[src/rtl/priv_regfile_pkg.sv]
// Package: index map, write-attribute types and decode helpers for the
// privileged register file. Assumes a 64-bit register word and a 6-bit index.
package priv_regfile_pkg;

    localparam int REG_W  = 64;
    localparam int IDX_W  = 6;
    localparam int ASN_W  = 7;

    // index map
    localparam int NUM_SCRATCH = 8;
    localparam int IX_CPU_SCR  = 4;
    localparam int IX_VBASE    = 8;
    localparam int IX_CTLST    = 9;
    localparam int IX_FPC      = 10;
    localparam int IX_TRQ      = 11;
    localparam int IX_TEN      = 12;
    localparam int IX_PRIO     = 13;
    localparam int IX_CMODE    = 14;
    localparam int IX_AMODE    = 15;
    localparam int IX_SWI      = 16;
    localparam int IX_CACHE    = 17;
    localparam int IX_IASN     = 18;
    localparam int IX_DASN     = 19;
    localparam int IX_XSUM     = 20;
    localparam int IX_XMSK     = 21;
    localparam int IX_CYC      = 22;
    localparam int IX_INTID    = 23;
    localparam int IX_MMST     = 24;
    localparam int IX_DFALL    = 25;
    localparam int IX_DFONE    = 26;
    localparam int IX_IFALL    = 27;
    localparam int IX_IFONE    = 28;
    localparam int N_STORE     = IX_CYC + 1;

    // address-space-number field positions
    localparam int IASN_LSB = 4;
    localparam int DASN_LSB = REG_W - ASN_W;

    localparam logic [REG_W-1:0] CTLST_RST = 64'h6;

    typedef enum logic [2:0] {
        K_NONE, K_STORE, K_ZERO, K_DROP, K_FLUSH_ALL, K_FLUSH_ONE
    } wkind_e;

    typedef struct packed {
        logic             wr_ok;
        wkind_e           kind;
        logic             instr_side;
        logic [REG_W-1:0] mask;
    } wattr_t;

    // True when the index may be read.
    function automatic logic idx_readable(input logic [IDX_W-1:0] idx);
        int i;
        i = int'(idx);
        return (i <= IX_MMST) && (i != IX_AMODE);
    endfunction

    // Write attributes for an index.
    function automatic wattr_t idx_write_attr(input logic [IDX_W-1:0] idx);
        wattr_t a;
        a = '{wr_ok: 1'b1, kind: K_STORE, instr_side: 1'b0, mask: '1};
        if (int'(idx) >= NUM_SCRATCH) begin
            case (int'(idx))
                IX_VBASE, IX_CTLST, IX_CYC: a.mask = '1;
                IX_FPC:   a.mask = ~64'h2;
                IX_TRQ, IX_TEN: a.mask = 64'hf;
                IX_PRIO:  a.mask = 64'h1f;
                IX_CMODE: a.mask = 64'h18;
                IX_SWI:   a.mask = 64'h7fff0;
                IX_CACHE: a.mask = 64'h3f;
                IX_IASN:  a.mask = 64'h7f0;
                IX_DASN:  a.mask = 64'hfe00_0000_0000_0000;
                IX_XSUM, IX_XMSK: a.kind = K_ZERO;
                IX_AMODE: a.kind = K_DROP;
                IX_DFALL: a.kind = K_FLUSH_ALL;
                IX_DFONE: a.kind = K_FLUSH_ONE;
                IX_IFALL: begin a.kind = K_FLUSH_ALL; a.instr_side = 1'b1; end
                IX_IFONE: begin a.kind = K_FLUSH_ONE; a.instr_side = 1'b1; end
                default:  begin a.wr_ok = 1'b0; a.kind = K_NONE; a.mask = '0; end
            endcase
        end
        return a;
    endfunction

endpackage

[src/rtl/prf_wr_decode.sv]
// Module: prf_wr_decode
// Turns a write index into its legality, write kind, side and bit mask.
// Purely combinational; assumes the index map of priv_regfile_pkg.
module prf_wr_decode
    import priv_regfile_pkg::*;
(
    input  logic [IDX_W-1:0] idx,
    output logic             wr_ok,
    output wkind_e           kind,
    output logic             instr_side,
    output logic [REG_W-1:0] mask
);
    wattr_t attr;

    // look up the attributes of the addressed index
    always_comb attr = idx_write_attr(idx);

    assign wr_ok      = attr.wr_ok;
    assign kind       = attr.kind;
    assign instr_side = attr.instr_side;
    assign mask       = attr.mask;
endmodule

[src/rtl/prf_cycle_counter.sv]
// Module: prf_cycle_counter
// Free-running cycle counter, held at zero in reset and wrapping at its width.
module prf_cycle_counter #(
    parameter int CNT_W = 32
) (
    input  logic             clk,
    input  logic             rst_n,
    output logic [CNT_W-1:0] cnt
);
    // advance by one every cycle outside reset
    always_ff @(posedge clk) begin
        if (!rst_n) cnt <= '0;
        else        cnt <= cnt + 1'b1;
    end

    // count advances by exactly one per cycle after reset
    a_r5_count_step: assert property (@(posedge clk) disable iff (!rst_n)
        $past(rst_n) |-> cnt == $past(cnt) + 1'b1);
endmodule

[src/rtl/prf_tb_cmd.sv]
// Module: prf_tb_cmd
// Registers the translation-buffer command for one cycle after the write.
// Assumes at most one of fire_all / fire_one is high. Payload is zero when idle.
module prf_tb_cmd #(
    parameter int ADDR_W = 64,
    parameter int ASN_W  = 7
) (
    input  logic              clk,
    input  logic              rst_n,
    input  logic              fire_all,
    input  logic              fire_one,
    input  logic              instr_side,
    input  logic [ADDR_W-1:0] addr,
    input  logic [ASN_W-1:0]  asn,
    output logic              flush_all,
    output logic              flush_one,
    output logic              instr_o,
    output logic [ADDR_W-1:0] addr_o,
    output logic [ASN_W-1:0]  asn_o
);
    // capture the command and its payload as a single-cycle pulse
    always_ff @(posedge clk) begin
        if (!rst_n) begin
            flush_all <= 1'b0;
            flush_one <= 1'b0;
            instr_o   <= 1'b0;
            addr_o    <= '0;
            asn_o     <= '0;
        end else begin
            flush_all <= fire_all;
            flush_one <= fire_one;
            instr_o   <= (fire_all || fire_one) && instr_side;
            addr_o    <= fire_one ? addr : '0;
            asn_o     <= fire_one ? asn  : '0;
        end
    end

    // never both commands in one cycle
    a_r7_single_cmd: assert property (@(posedge clk) disable iff (!rst_n)
        $onehot0({flush_all, flush_one}));

    // payload is zero outside a single-address flush
    a_r8_idle_payload: assert property (@(posedge clk) disable iff (!rst_n)
        !flush_one |-> (addr_o == '0 && asn_o == '0));
endmodule

[src/rtl/priv_regfile.sv]
// Module: priv_regfile
// Privileged control register file with per-index write masks, write-to-clear
// registers, read/write legality checks, a merged cycle count and
// translation-buffer command strobes. Reads are combinational; writes land on
// the rising edge. Assumes a synchronous active-low reset and CYC_W < 64.
module priv_regfile
    import priv_regfile_pkg::*;
#(
    parameter int               CPU_ID_W     = 8,
    parameter int               CYC_W        = 32,
    parameter logic [REG_W-1:0] VEC_BASE_RST = 64'h0000_0000_0002_0000
) (
    input  logic                clk,
    input  logic                rst_n,
    input  logic [CPU_ID_W-1:0] cpu_id,
    input  logic                rd_en,
    input  logic [IDX_W-1:0]    rd_idx,
    output logic [REG_W-1:0]    rd_data,
    output logic                rd_err,
    input  logic                wr_en,
    input  logic [IDX_W-1:0]    wr_idx,
    input  logic [REG_W-1:0]    wr_data,
    input  logic                spec_hold,
    output logic                wr_err,
    output logic                tb_flush_all,
    output logic                tb_flush_one,
    output logic                tb_instr_side,
    output logic [REG_W-1:0]    tb_addr,
    output logic [ASN_W-1:0]    tb_asn
);
    localparam int SEL_W = $clog2(N_STORE);

    logic [N_STORE-1:0][REG_W-1:0] regs;
    logic [CYC_W-1:0]              cyc_now;
    logic                          w_ok, w_instr, w_fire, rd_ok;
    wkind_e                        w_kind;
    logic [REG_W-1:0]              w_mask;
    logic [ASN_W-1:0]              cur_asn;

    prf_wr_decode u_wdec (
        .idx        (wr_idx),
        .wr_ok      (w_ok),
        .kind       (w_kind),
        .instr_side (w_instr),
        .mask       (w_mask)
    );

    prf_cycle_counter #(.CNT_W(CYC_W)) u_cyc (
        .clk   (clk),
        .rst_n (rst_n),
        .cnt   (cyc_now)
    );

    // a write is committed only when legal and not suppressed
    assign w_fire = wr_en && !spec_hold && w_ok;
    assign wr_err = wr_en && !spec_hold && !w_ok;

    // storage, one register per stored index with its own reset value
    for (genvar g = 0; g < N_STORE; g++) begin : g_reg
        logic [REG_W-1:0] init_v;
        if (g == IX_CPU_SCR) begin : g_cpu
            assign init_v = REG_W'(cpu_id);
        end else if (g == IX_VBASE) begin : g_vbase
            assign init_v = VEC_BASE_RST;
        end else if (g == IX_CTLST) begin : g_ctl
            assign init_v = CTLST_RST;
        end else begin : g_zero
            assign init_v = '0;
        end

        // load reset value, then apply masked or clearing writes
        always_ff @(posedge clk) begin
            if (!rst_n) begin
                regs[g] <= init_v;
            end else if (w_fire && wr_idx == IDX_W'(g)) begin
                case (w_kind)
                    K_STORE: regs[g] <= wr_data & w_mask;
                    K_ZERO:  regs[g] <= '0;
                    default: ;
                endcase
            end
        end
    end

    // read mux with cycle-count merge on the counter index
    always_comb begin
        rd_ok   = idx_readable(rd_idx);
        rd_err  = rd_en && !rd_ok;
        rd_data = '0;
        if (rd_en && rd_ok) begin
            if (rd_idx == IDX_W'(IX_CYC))
                rd_data = {regs[IX_CYC][REG_W-1:CYC_W], cyc_now};
            else if (int'(rd_idx) < N_STORE)
                rd_data = regs[rd_idx[SEL_W-1:0]];
        end
    end

    // address-space number for the side being flushed
    assign cur_asn = w_instr ? regs[IX_IASN][IASN_LSB +: ASN_W]
                             : regs[IX_DASN][DASN_LSB +: ASN_W];

    prf_tb_cmd #(.ADDR_W(REG_W), .ASN_W(ASN_W)) u_cmd (
        .clk        (clk),
        .rst_n      (rst_n),
        .fire_all   (w_fire && w_kind == K_FLUSH_ALL),
        .fire_one   (w_fire && w_kind == K_FLUSH_ONE),
        .instr_side (w_instr),
        .addr       (wr_data),
        .asn        (cur_asn),
        .flush_all  (tb_flush_all),
        .flush_one  (tb_flush_one),
        .instr_o    (tb_instr_side),
        .addr_o     (tb_addr),
        .asn_o      (tb_asn)
    );

    // priority level never holds bits above bit 4
    a_r3_prio_bits: assert property (@(posedge clk) disable iff (!rst_n)
        regs[IX_PRIO][REG_W-1:5] == '0);

    // exception summary reads zero after any unsuppressed write
    a_r4_sum_cleared: assert property (@(posedge clk) disable iff (!rst_n)
        (wr_en && !spec_hold && wr_idx == IDX_W'(IX_XSUM)) |=> regs[IX_XSUM] == '0);

    // low half of the counter register read is the live count
    a_r5_cyc_merge: assert property (@(posedge clk) disable iff (!rst_n)
        (rd_en && rd_idx == IDX_W'(IX_CYC)) |-> rd_data[CYC_W-1:0] == cyc_now);

    // a rejected write leaves every register unchanged
    a_r6_reject_keeps_state: assert property (@(posedge clk) disable iff (!rst_n)
        wr_err |=> $stable(regs));

    // a rejected read returns zero
    a_r6_err_reads_zero: assert property (@(posedge clk) disable iff (!rst_n)
        rd_err |-> rd_data == '0);

    // suppressed writes change no register and issue no command
    a_r9_hold_keeps_state: assert property (@(posedge clk) disable iff (!rst_n)
        (wr_en && spec_hold) |=> ($stable(regs) && !tb_flush_all && !tb_flush_one));
endmodule

[config.mk]
export PLATFORM = sky130hd
export DESIGN_NAME = priv_regfile
export DESIGN_NICKNAME = d
export VERILOG_FILES = /design/src/rtl/priv_regfile_pkg.sv /design/src/rtl/prf_wr_decode.sv /design/src/rtl/prf_cycle_counter.sv /design/src/rtl/prf_tb_cmd.sv /design/src/rtl/priv_regfile.sv
export SDC_FILE = /design/constraint.sdc
export NUM_CORES = 2
export LEC_CHECK = 0
export ABC_AREA = 1
export BUFFER_PORTS_ARGS = -buffer_cell sky130_fd_sc_hd__buf_2
export CAP_MARGIN = 20
export CELL_PAD_IN_SITES_DETAIL_PLACEMENT = 0
export CELL_PAD_IN_SITES_GLOBAL_PLACEMENT = 1
export CORE_ASPECT_RATIO = 1.4
export CORE_MARGIN = 1
export CORE_UTILIZATION = 45
export DETAILED_ROUTE_END_ITERATION = 7
export GPL_TIMING_DRIVEN = 0
export PLACE_DENSITY_LB_ADDON = 0.1
export SLEW_MARGIN = 20
export SYNTH_ARGS = -nofsm -noshare
export SYNTH_HDL_FRONTEND = slang
export SYNTH_SLANG_ARGS = --single-unit
[constraint.sdc]
create_clock -name clk -period 4.7 [get_ports clk]
set_clock_uncertainty 0.1 [all_clocks]
set_input_delay 0.235 -clock clk [delete_from_list [all_inputs] [get_ports clk]]
set_output_delay 0.235 -clock clk [all_outputs]
set_load 0.005 [all_outputs]
==> metrics.cfg <==
[synth]
synth_common_cells = 2842 x nand2_1, 1809 x nor2_1, 1570 x dfxtp_1
ys_ff_latch = 1578
yosysTopAreaCell = dfxtp_1
synth_edf_count = 8
synth_ff_type = dfxtp_1
synth.most_common_cell = nand2_1
synthCells = 10400
ys_warn_count = 0
synthArstFlopShare = 0
syn-num-nets = 10500
synth.area.top_cells = dfxtp_1 46%, nand2_1 15%, nor2_1 9.9%
ys_seq_area_frac = 0.460
syn_area_sq_um = 68900
syn_avg_cell_area_sq_um = 6.63
ys_types = 46
netlist.area_leader.share = 0.456

[floorplanning]
placementRows = 169
initial_core_util = 0.454
dieArea_sq_um = 155000
core_area_sq_um = 152000
die_h_um = 465
chipWidth_um = 333
io_pins = 229

[cts]
postCtsSetupBuffers = 0
cts_buffer_depth = 3
htree_levels = 4
cts_buffers = 162
cts_tree = built
cts_resized = 0
clk_latency_ns = 0.87
cts_root_buffer = clkbuf_16
clk_pin_slew_ns = 0.06
clock_sinks = 1578

[sta]
period_minus_slack_ns = 4.86
rsz0062_at_grt = no
slew_headroom = 0.0779
whs_ns = 0.0866
slew_viol_final = 0
setup_violations = 4
worst_pin_slew_ns = 1.38
max_freq_ghz = 0.206
fin_crit_sh = 1.03
final.setup.tns_ns = -0.306
finalHoldViolations = 0
postLayoutSetupSlackWorst_ns = -0.157

[worst_setup_path]
critPathLaunchType = input pin
worstPathCellList = buf_2 > clkbuf_1 > clkbuf_2 > buf_1 > o21ai_0 > nand3_1 > nand3_1 > nand2_1 > nand2_1 > nor2_1 > buf_2
cp.arrival_ns = 4.52
critical_path_required_ns = 4.37
critPathMaxStageDelay_ns = 0.94
critPathKind = input pin to output port
cp-end-kind = output port
path_buf_inv = 5
crit_fanout = 10
cp_slowest_cell = buf_1
cp_top_family = buffers and inverters

[power_and_ir_drop]
switching_share = 0.279
pwr-share-seq = 0.440
peakVddDrop_uv = 332
intPower_uw = 22000
leakagePower_uw = 0.0365
p_comb_frac = 0.100
p_sw_uw = 8510
clkPwrFrac = 0.460
p_per_area_nw_per_um2 = 384

[global_routing]
grt_pass1_vias = 67800
grt_max_degree = 17
antenna_found_initial = 27
overflow = 0
grtUsageTotal = 0.479
grt_pass1_wl_mm = 517

[placement]
placedCellCount = 12600
place_congestion = 1.10
hpwl_mm = 280
port-buffer-count = 226

[cells_and_area]
final_util = 0.524
areaGrowthSynthToFinish_pct = 15.3
stdcell_count = 13000
num-nets-final = 11000
drive_gt1_frac = 0.0828

[routing]
drc = 0
drt-initial-drc-count = 10600
dr.pass1.iters = 7
drt-total-wl_mm = 381
wl_per_cell_um = 29.3
drt-vias-per-instance = 5.77
ant_nets = 0
vias = 74800

[worst_hold_path]
worstHoldPathType = input pin to flop

[outcome]
violations = setup timing
status = finished with violations

[flow_run]
max-cap-violations = 0

## power by group through the flow
stage                     Clock, uW  Combinational, uW  Sequential, uW
after CTS                     13900               2830           13400
after global placement            0               2740           13700
final                         14000               3040           13400
after floorplan                   0               1170           13700
after detailed placement          0               2780           13700
after global routing          14400               2980           13400
## routing by layer
metal / vias up / track usage / routed length (um)
met5: - / 0 / 78
met4: 14 / 0.474 / 45600
met3: 1465 / 0.105 / 41500
met2: 4922 / 0.709 / 157000
met1: 35300 / 0.565 / 136000
li1: 33100 / - / -
## cells in the final DEF (no fill, tap or decap), types with 54 or more instances in the layout
cell type	n
a21oi_1	319
buf_1	54
buf_2	455
clkbuf_1	400
clkbuf_16	168
clkbuf_2	96
dfxtp_1	1570
dlygate4sd3_1	73
inv_1	1162
nand2_1	2842
nand3_1	431
nand4_1	186
nor2_1	1805
nor3_1	445
o211ai_1	129
o21ai_0	521
## worst min-delay path, cell delays in order
cell           delay (ns)
dlygate4sd3_1        0.53
buf_2                0.12
inv_1                0.06
nor3_1               0.05
## cell families after synthesis
| family | after synthesis | synth area share |
|---|---|---|
| flops | 1578 | 0.460 |
| xor+xnor | 4 | 0.000509 |
| compound gates | 1044 | 0.0833 |
| buf+inv | 1953 | 0.112 |
| simple gates | 5799 | 0.345 |
| fa+ha+maj | 1 | 0.000182 |
## area by class of cell
type	instances	area, sq um
Clock buffer	245	4960
Sequential cell	1578	31700
Inverter	1183	4440
Clock inverter	52	691
Buffer	770	3380
Timing Repair Buffer	317	2220
Antenna cell	16	40.0
Tap cell	1966	2460
Fill cell	15600	72200
Multi-Input combinational cell	6848	29500
## per-stage QoR
step | setup WS (ns) | total power (uW) | area, sq um
2_1_floorplan | 2.56 | 14900 | 68900
3_3_place_gp | -1.42 | 16500 | 72500
3_5_place_dp | 0.165 | 16500 | 72900
4_1_cts | 0.149 | 30200 | 79300
5_1_grt | 0.0537 | 30800 | 79400
6_report | -0.157 | 30500 | 79400
## state kept, by name (all words and copies together) (netlist names)
signal           cells
regs              1472
u_cmd.asn_o          7
u_cmd.addr_o        64
u_cmd.flush_all      1
u_cmd.flush_one      1
u_cmd.instr_o        1
u_cyc.cnt           32
## timing repair
action / in CTS / in global routing
endpoints found under the setup margin: 0 / 0
hold buffers: 73 / 0
endpoints found under the hold margin: 414 / 0
## path summary, 6_finish.rpt
| kind | from | end | slack [ns] | cells past startpoint |
|---|---|---|---|---|
| worst min register to register | regs[981] | regs[981] | 0.33 | 2 |
| worst max register to register | u_cyc.cnt[4] | u_cyc.cnt[31] | 2.41 | 9 |
| worst min-delay path | wr_data[21] | u_cmd.addr_o[21] | 0.09 | 4 |
| worst max-delay path | rd_idx[2] | rd_data[55] | -0.16 | 11 |
Power figures use the tool's default switching activity.
